`src/rtl/sysctl_pkg.sv`:
```
package sysctl_pkg;

    localparam int unsigned WORD_W  = 32;
    localparam int unsigned HALF_W  = 16;
    localparam int unsigned GRP_W   = 3;
    localparam int unsigned GRP_LSB = 8;
    localparam int unsigned END_BIT = 15;
    localparam int unsigned REQ_BIT = 2;
    localparam int unsigned DBG_W   = 2;

    typedef enum logic [1:0] {
        RR_IDLE   = 2'd0,
        RR_ASSERT = 2'd1,
        RR_DRAIN  = 2'd2
    } rr_state_e;

endpackage

```
`src/rtl/sysctl_wr_decode.sv`:
```
module sysctl_wr_decode
    import sysctl_pkg::*;
#(
    parameter int unsigned ADDR_W   = 8,
    parameter logic [ADDR_W-1:0] REG_ADDR = '0,
    parameter logic [HALF_W-1:0] KEY = 16'h05FA
) (
    input  logic                 clk,
    input  logic                 rst_n,
    input  logic [ADDR_W-1:0]    addr,
    input  logic                 we,
    input  logic [WORD_W-1:0]    wdata,
    output logic [GRP_W-1:0]     grp_q,
    output logic                 req_launch,
    output logic                 dbg_err_q
);

    logic hit;
    logic key_ok;
    logic keyed_wr;
    logic dbg_any;

    assign hit        = (addr == REG_ADDR);
    assign key_ok     = (wdata[WORD_W-1 -: HALF_W] == KEY);
    assign keyed_wr   = we && hit && key_ok;
    assign dbg_any    = |wdata[DBG_W-1:0];
    assign req_launch = keyed_wr && wdata[REQ_BIT];

    always_ff @(posedge clk or negedge rst_n) begin
        if (!rst_n) begin
            grp_q     <= '0;
            dbg_err_q <= 1'b0;
        end else begin
            dbg_err_q <= keyed_wr && dbg_any;
            if (keyed_wr) begin
                grp_q <= wdata[GRP_LSB +: GRP_W];
            end
        end
    end

    p_badkey_hold_r3: assert property (@(posedge clk) disable iff (!rst_n)
        (we && !key_ok) |=> $stable(grp_q));

    p_wrong_addr_hold_r8: assert property (@(posedge clk) disable iff (!rst_n)
        (we && !hit) |=> $stable(grp_q));

    p_err_source_r7: assert property (@(posedge clk) disable iff (!rst_n)
        $rose(dbg_err_q) |-> $past(we && hit && key_ok));

endmodule

```
`src/rtl/sysctl_rst_fsm.sv`:
```
module sysctl_rst_fsm
    import sysctl_pkg::*;
(
    input  logic clk,
    input  logic rst_n,
    input  logic launch,
    input  logic ack,
    output logic req
);

    rr_state_e state_q;
    rr_state_e state_d;

    always_comb begin
        state_d = state_q;
        unique case (state_q)
            RR_IDLE:   if (launch) state_d = RR_ASSERT;
            RR_ASSERT: if (ack)    state_d = RR_DRAIN;
            RR_DRAIN:  if (!ack)   state_d = RR_IDLE;
            default:               state_d = RR_IDLE;
        endcase
    end

    always_ff @(posedge clk or negedge rst_n) begin
        if (!rst_n) begin
            state_q <= RR_IDLE;
        end else begin
            state_q <= state_d;
        end
    end

    always_comb begin
        req = 1'b0;
        unique case (state_q)
            RR_IDLE:   req = 1'b0;
            RR_ASSERT: req = 1'b1;
            RR_DRAIN:  req = 1'b0;
            default:   req = 1'b0;
        endcase
    end

    p_req_start_r5: assert property (@(posedge clk) disable iff (!rst_n)
        $rose(req) |-> $past(launch));

    p_req_hold_r6: assert property (@(posedge clk) disable iff (!rst_n)
        (req && !ack) |=> req);

    p_req_release_r6: assert property (@(posedge clk) disable iff (!rst_n)
        (req && ack) |=> !req);

endmodule

```
`src/rtl/sysctl_rd_mux.sv`:
```
module sysctl_rd_mux
    import sysctl_pkg::*;
#(
    parameter int unsigned ADDR_W   = 8,
    parameter logic [ADDR_W-1:0] REG_ADDR = '0,
    parameter logic [HALF_W-1:0] STAT = 16'hFA05,
    parameter bit ENDIAN_BIG = 1'b0
) (
    input  logic                 clk,
    input  logic                 rst_n,
    input  logic [ADDR_W-1:0]    addr,
    input  logic                 re,
    input  logic [GRP_W-1:0]     grp,
    output logic [WORD_W-1:0]    rdata
);

    logic [WORD_W-1:0] word;

    always_comb begin
        word                          = '0;
        word[WORD_W-1 -: HALF_W]      = STAT;
        word[END_BIT]                 = ENDIAN_BIG;
        word[GRP_LSB +: GRP_W]        = grp;
    end

    always_ff @(posedge clk or negedge rst_n) begin
        if (!rst_n) begin
            rdata <= '0;
        end else if (re && (addr == REG_ADDR)) begin
            rdata <= word;
        end else begin
            rdata <= '0;
        end
    end

    p_read_grp_r4: assert property (@(posedge clk) disable iff (!rst_n)
        (re && addr == REG_ADDR) |=> (rdata[GRP_LSB +: GRP_W] == $past(grp)));

    p_idle_zero_r4: assert property (@(posedge clk) disable iff (!rst_n)
        !(re && addr == REG_ADDR) |=> (rdata == '0));

    p_req_bit_zero_r9: assert property (@(posedge clk) disable iff (!rst_n)
        rdata[REQ_BIT] == 1'b0);

endmodule

```
`src/rtl/sysctl_keyreg.sv`:
```
module sysctl_keyreg
    import sysctl_pkg::*;
#(
    parameter int unsigned ADDR_W   = 8,
    parameter logic [ADDR_W-1:0] REG_ADDR = 8'h0C,
    parameter logic [15:0] KEY  = 16'h05FA,
    parameter logic [15:0] STAT = 16'hFA05,
    parameter bit ENDIAN_BIG = 1'b0
) (
    input  logic              clk,
    input  logic              rst_n,
    input  logic [ADDR_W-1:0] bus_addr,
    input  logic              bus_we,
    input  logic [31:0]       bus_wdata,
    input  logic              bus_re,
    output logic [31:0]       bus_rdata,
    output logic [2:0]        grp_o,
    output logic              rst_req_o,
    input  logic              rst_ack_i,
    output logic              dbg_err_o
);

    logic [GRP_W-1:0] grp_w;
    logic             launch_w;

    sysctl_wr_decode #(
        .ADDR_W   (ADDR_W),
        .REG_ADDR (REG_ADDR),
        .KEY      (KEY)
    ) u_wr (
        .clk        (clk),
        .rst_n      (rst_n),
        .addr       (bus_addr),
        .we         (bus_we),
        .wdata      (bus_wdata),
        .grp_q      (grp_w),
        .req_launch (launch_w),
        .dbg_err_q  (dbg_err_o)
    );

    sysctl_rst_fsm u_fsm (
        .clk    (clk),
        .rst_n  (rst_n),
        .launch (launch_w),
        .ack    (rst_ack_i),
        .req    (rst_req_o)
    );

    sysctl_rd_mux #(
        .ADDR_W     (ADDR_W),
        .REG_ADDR   (REG_ADDR),
        .STAT       (STAT),
        .ENDIAN_BIG (ENDIAN_BIG)
    ) u_rd (
        .clk   (clk),
        .rst_n (rst_n),
        .addr  (bus_addr),
        .re    (bus_re),
        .grp   (grp_w),
        .rdata (bus_rdata)
    );

    assign grp_o = grp_w;

endmodule

```
`config.mk`:
```
export PLATFORM = sky130hd
export DESIGN_NAME = sysctl_keyreg
export DESIGN_NICKNAME = d
export VERILOG_FILES = /design/src/rtl/sysctl_pkg.sv /design/src/rtl/sysctl_wr_decode.sv /design/src/rtl/sysctl_rst_fsm.sv /design/src/rtl/sysctl_rd_mux.sv /design/src/rtl/sysctl_keyreg.sv
export SDC_FILE = /design/constraint.sdc
export NUM_CORES = 1
export LEC_CHECK = 0
export ABC_CLOCK_PERIOD_IN_PS = 1100
export BUFFER_PORTS_ARGS = -buffer_cell sky130_fd_sc_hd__clkbuf_2
export CAP_MARGIN = 30
export CELL_PAD_IN_SITES_DETAIL_PLACEMENT = 2
export CELL_PAD_IN_SITES_GLOBAL_PLACEMENT = 2
export CORE_MARGIN = 2
export CORE_UTILIZATION = 15
export DETAILED_ROUTE_END_ITERATION = 10
export PLACE_DENSITY = 0.78
export SYNTH_ARGS = -nofsm -noshare
export SYNTH_HDL_FRONTEND = slang
export SYNTH_SLANG_ARGS = --single-unit
```
`constraint.sdc`:
```
create_clock -name clk -period 1.1 [get_ports clk]
set_input_delay 0 -clock clk [delete_from_list [all_inputs] [get_ports clk]]
set_output_delay 0 -clock clk [all_outputs]
set_load 0.02 [all_outputs]
```
==> run summary, run 1 <==
status - finished with violations
failing checks - negative setup slack
WS Path Type - in -> reg
DR vias - 601
RD Place Congestion - 0.689
final setup vio count - 3
WHS Path Cells - 2
CP required - 1.21 ns
IO buf count - 50
IR drop worst, VDD - 0.315 mV
Critical Path AT - 1.30 ns
gr usage total - 6.97%
fmax - 847 MHz
DP Area - 875 um^2
HP Start - bus_wdata[9]
worst r2r dst - u_fsm.state_q[0]
Worst-Skew Late Latency - 0.23 ns
DR iter-0 viols - 23
post-synth cell types - 20
ANT nets after route - 0
Avg WL per Cell - 9.60 um
crit start category - input pin
GRT overflow - 0
Top Ports - 82
Finished Core Util - 23.0%
initial antenna violation count - 0
DP Cell Count - 163
CP Capture Type - flop
most common cell after layout, fill and taps aside - clkbuf_2
r2r startpoint - u_fsm.state_q[0]
Hold Crit Class - in -> reg
worst clock skew - 0.00148 ns
area grow syn2layout - 47.9%
first-pass GRT wire length - 2690 um
shortest period the worst path allows - 1.18 ns
CTS Buffer Depth - 2
die footprint - 5030 um^2
vias in the first global route - 636
post-route cell area - 993 um^2
detailed-route wire length - 1630 um
Slew Limit Fails - 0
CTS tree - done
Lkg Pwr - 0.582 nW
CTS buffer count - 3
Cells after Synth - 66
Pwr Density - 902 nW/um^2
clk slew on worst S/H paths - 0.04 ns
#FFs+latches synth - 10
CTS root buf - clkbuf_8
YS warnings - 0
final setup margin - -0.0811 ns
CTS Sinks - 10
post-synthesis sequential area ratio - 37.2%
post-detail-place hpwl - 1490 um
Cell Area, Synth - 672 um^2
drt pass-1 iters - 2
Die Width - 70.9 um
Non-Filler Instances - 170
Reg2Reg Depth - 2
period utilization - 107%
H-tree level count - 1
Die H - 70.9 um
Hold Path End - u_wr.grp_q[1]
unrepaired setup endpoints after global routing - yes
initial core utilization - 15.5%
share of cells above drive strength 1 - 55.1%
nets - 165
flop-to-flop setup slack - 0.22 ns
Antenna Cells - 0
row count - 24
Mean Syn Cell Area - 10.2 um^2
number of max-cap violations - 0
WHS - 0.0135 ns
commonest cells after routing, fill and taps aside - clkbuf_2 (48), conb_1 (21), dfrtp_1 (10)
pin count of the biggest net entering global routing - 11
# DRC - 0
crit-path max FO - 4
Power Total - 0.897 mW
Core Region - 4320 um^2
drt via density - 3.54
final hold violation count - 0
==> final cells by class <==
cell class                 instances  area [um^2]
clock buffer                       3         41.3
fill                             509         3330
timing repair buffer              57          323
multi-input combinational         47          310
sequential                        10          250
inverter                           1         3.75
tap                               52         65.1
==> metal layers <==
metal / up-vias / wire [um] / GRT usage, %
met5: - / 0 / 0
met4: 0 / 36 / 3.77
met3: 4 / 258 / 2.99
met2: 60 / 668 / 10.8
met1: 257 / 669 / 8.12
li1: 280 / - / -
==> how the worst max path moves through the flow <==
| stage | from | to | slack [ns] | depth (start not counted) |
|---|---|---|---|---|
| 2_1_floorplan | bus_wdata[27] | u_wr.grp_q[0] | -0.18 | 4 |
| 3_3_place_gp | bus_wdata[27] | u_wr.grp_q[1] | -0.39 | 5 |
| 3_5_place_dp | bus_wdata[27] | u_wr.grp_q[2] | -0.43 | 5 |
| 4_1_cts | bus_addr[6] | u_wr.grp_q[2] | -0.11 | 6 |
| 6_report | bus_addr[5] | u_wr.grp_q[2] | -0.08 | 6 |
| 5_1_grt | bus_addr[5] | u_wr.grp_q[0] | -0.16 | 6 |
==> kinds of logic after synthesis <==
family | after synthesis | synth area share [%]
AOI/OAI and AO/OA | 1 | 1.49
xor gates and xnor gates | 1 | 1.30
buffers and inverters | 29 | 31.8
DFF | 10 | 37.2
muxes | 3 | 5.03
other | 1 | 0.558
and+or+nand+nor | 21 | 22.5
==> power breakdown <==
part	switching (mW)	leakage (nW)	internal (mW)
combinational	0.101	0.421	0.0642
sequential	0.000114	0.140	0.370
clock	0.124	0.0216	0.238
==> critical path, stage by stage <==
cell	delay, ns
buf_6	0.09
nor4_4	0.26
nand4_1	0.17
nor4b_4	0.29
buf_4	0.18
mux2_4	0.30
==> synth_stat cells <==
library cell | instances | area share [%]
and3_1 | 3 | 2.8
buf_4 | 28 | 31
nand3_1 | 1 | 0.74
and2_1 | 1 | 0.93
mux2_2 | 3 | 5.0
dfrtp_1 | 10 | 37
nand4_1 | 2 | 1.9
nor4_2 | 1 | 1.9
nor2_1 | 4 | 2.2
nor2b_1 | 2 | 1.9
conb_1 | 1 | 0.56
nand2_1 | 1 | 0.56
nor3_1 | 1 | 0.74
nor4_1 | 1 | 0.93
nor4b_4 | 1 | 3.5
a32o_1 | 1 | 1.5
xnor2_1 | 1 | 1.3
nor4bb_1 | 2 | 3.0
inv_1 | 1 | 0.56
and4_2 | 1 | 1.5
==> flip-flops by register name, summed over array words and instances, names as in the netlist <==
name / count
u_fsm.state_q: 2
u_rd.rdata: 4
u_wr.dbg_err_q: 1
u_wr.grp_q: 3
==> stage by stage <==
| step | worst slack, ns | setup TNS (ns) |
|---|---|---|
| floorplan | -0.183 | -0.548 |
| global placement | -0.389 | -1.53 |
| detailed placement | -0.426 | -1.65 |
| CTS | -0.107 | -0.325 |
| global route | -0.155 | -0.528 |
| finish | -0.0811 | -0.243 |
==> repair_timing <==
action | CTS | global route
setup endpoints to repair | 4 | 4
gates resized for setup | 4 | 6
hold endpoints to repair | 12 | 0
cloned | 0 | 0
pin swaps | 4 | 1
buffers inserted | 1 | 0
hold buffers | 3 | 0
Note: power is estimated with default switching activity, not from simulation.
==> run 2, diff against run 1 <==
- PLACE_DENSITY: 0.78 -> not set
- PLACE_DENSITY_LB_ADDON: not set -> 0.1
==> run summary, run 2 (synthesis results as in run 1) <==
flop-to-flop setup slack - 0.24 ns
number of max-cap violations - 0
max FFs per register - 4
drt pass-1 iters - 3
worst r2r dst - u_fsm.state_q[0]
Sw Ratio - 23.8%
CTS Sinks - 10
power share of the combinational group - 16.4%
critical path's slowest cell - mux2_4
final setup vio count - 4
WHS - 0.00506 ns
worst clock skew - 0.00612 ns
GRT overflow - 0
Reg2Reg Depth - 2
Core Region - 4320 um^2
Filler Cell Count - 536
CTS root buf - clkbuf_8
CTS buffer count - 3
commonest cells after routing, fill and taps aside - clkbuf_2 (49), conb_1 (21), dfrtp_1 (10)
Regs by FF count - u_rd.rdata x4, u_wr.grp_q x3, u_fsm.state_q x2
Die Width - 70.9 um
Finished Core Util - 22.9%
crit-path max FO - 4
DR vias - 580
status - finished with violations
vias in the first global route - 584
Storage cell area - 250 um^2
CP required - 1.22 ns
# DRC - 0
Slew Limit Fails - 0
CTS Buffer Depth - 2
Hold Path End - u_fsm.state_q[1]
most common cell after layout, fill and taps aside - clkbuf_2
H-tree level count - 1
WS Path Type - in -> reg
die footprint - 5030 um^2
post-detail-place hpwl - 1550 um
ANT nets after route - 0
Critical Path AT - 1.31 ns
unrepaired setup endpoints after global routing - yes
Die H - 70.9 um
RD Place Congestion - 0.641
share of cells above drive strength 1 - 55.1%
final setup margin - -0.0929 ns
failing checks - negative setup slack
drt via density - 3.41
shortest period the worst path allows - 1.19 ns
area grow syn2layout - 47.3%
Top Ports - 82
nets - 164
period utilization - 108%
Seq pwr share - 37.9%
Avg WL per Cell - 10.1 um
pin count of the biggest net entering global routing - 11
Worst-Skew Late Latency - 0.23 ns
CP cell instances - buf_6, nor4_4, nand4_1, nor4b_4, buf_4, mux2_4
IO buf count - 50
area of the multi-input gates - 309 um^2
WHS Path Cells - 3
CTS tree - done
Top reg by flops - u_rd.rdata
crit start category - input pin
CP max stage delay - 0.30 ns
gr usage total - 6.41%
DR iter-0 viols - 5
Lkg Pwr - 0.578 nW
clock power share - 45.7%
Power Internal - 0.742 mW
first-pass GRT wire length - 2610 um
TNS Setup - -0.351 ns
detailed-route wire length - 1720 um
row count - 24
pre-CTS WS - -0.400 ns
final hold violation count - 0
Antenna Cells - 0
NetSw - 0.232 mW
IR drop worst, VDD - 0.450 mV
initial antenna violation count - 0
Pwr Density - 984 nW/um^2
clk slew on worst S/H paths - 0.05 ns
r2r startpoint - u_fsm.state_q[0]
CP Capture Type - flop
Hold Crit Class - in -> reg
fmax - 838 MHz
initial core utilization - 15.5%
HP Start - rst_ack_i
==> run 2: changes by cell type in the layout (fill, tap and decap cells not counted) <==
cell and change:
a32o_1 +1, a32o_2 -1, buf_6 -1, clkbuf_2 +1, clkbuf_8 +1, dlygate4sd3_1 -1
==> run 2: worst max-delay path by stage <==
stage / from / to / slack (ns) / cells past startpoint
6_report: bus_addr[6] / u_wr.grp_q[2] / -0.09 / 6
5_1_grt: bus_addr[6] / u_wr.grp_q[0] / -0.14 / 6
4_1_cts: bus_wdata[27] / u_wr.grp_q[2] / -0.14 / 5
3_5_place_dp: bus_wdata[16] / u_wr.grp_q[2] / -0.40 / 5
3_3_place_gp: bus_wdata[16] / u_wr.grp_q[1] / -0.38 / 5
2_1_floorplan: bus_wdata[27] / u_wr.grp_q[0] / -0.18 / 4
==> run 2: routing by layer <==
metal	part of all wire [%]	GRT usage, %
met5	0	0
met4	0.87	1.26
met3	10	2.71
met2	50	11.1
met1	38	7.42
==> run 2: final cells by class <==
class,instances,share of cell area [%]
multi-input combinational,47,31.2
timing repair buffer,56,31.0
tap,52,6.57
clock buffer,4,5.56
sequential,10,25.3
inverter,1,0.379
==> run 2: critical path, delay by kind of cell <==
family                 cells  cell delay [ns]
AND/OR/NAND/NOR            3             0.73
buffers and inverters      2             0.28
multiplexers               1             0.30
==> run 2: power groups by stage <==
| stage | clock [mW] | combinational [mW] | sequential [mW] |
|---|---|---|---|
| CTS | 0.467 | 0.155 | 0.369 |
| floorplan | 0 | 0.133 | 0.375 |
| finish | 0.445 | 0.160 | 0.369 |
| global placement | 0 | 0.144 | 0.375 |
| detailed placement | 0 | 0.146 | 0.375 |
| global route | 0.491 | 0.174 | 0.368 |
==> run 2: metrics by stage <==
step | cell area, um^2 | instances | total power, mW
after floorplan | 747 | 86 | 0.508
after global placement | 867 | 162 | 0.519
after detailed placement | 867 | 162 | 0.521
after CTS | 947 | 167 | 0.991
after global routing | 990 | 170 | 1.03
final | 990 | 170 | 0.974
==> run 2: what timing repair did <==
item | CTS | global route
pin swaps | 2 | 3
hold buffers | 1 | 1
hold endpoints to repair | 10 | 1
gates resized for setup | 2 | 5
setup buffers | 0 | 2
setup endpoints to repair | 4 | 4
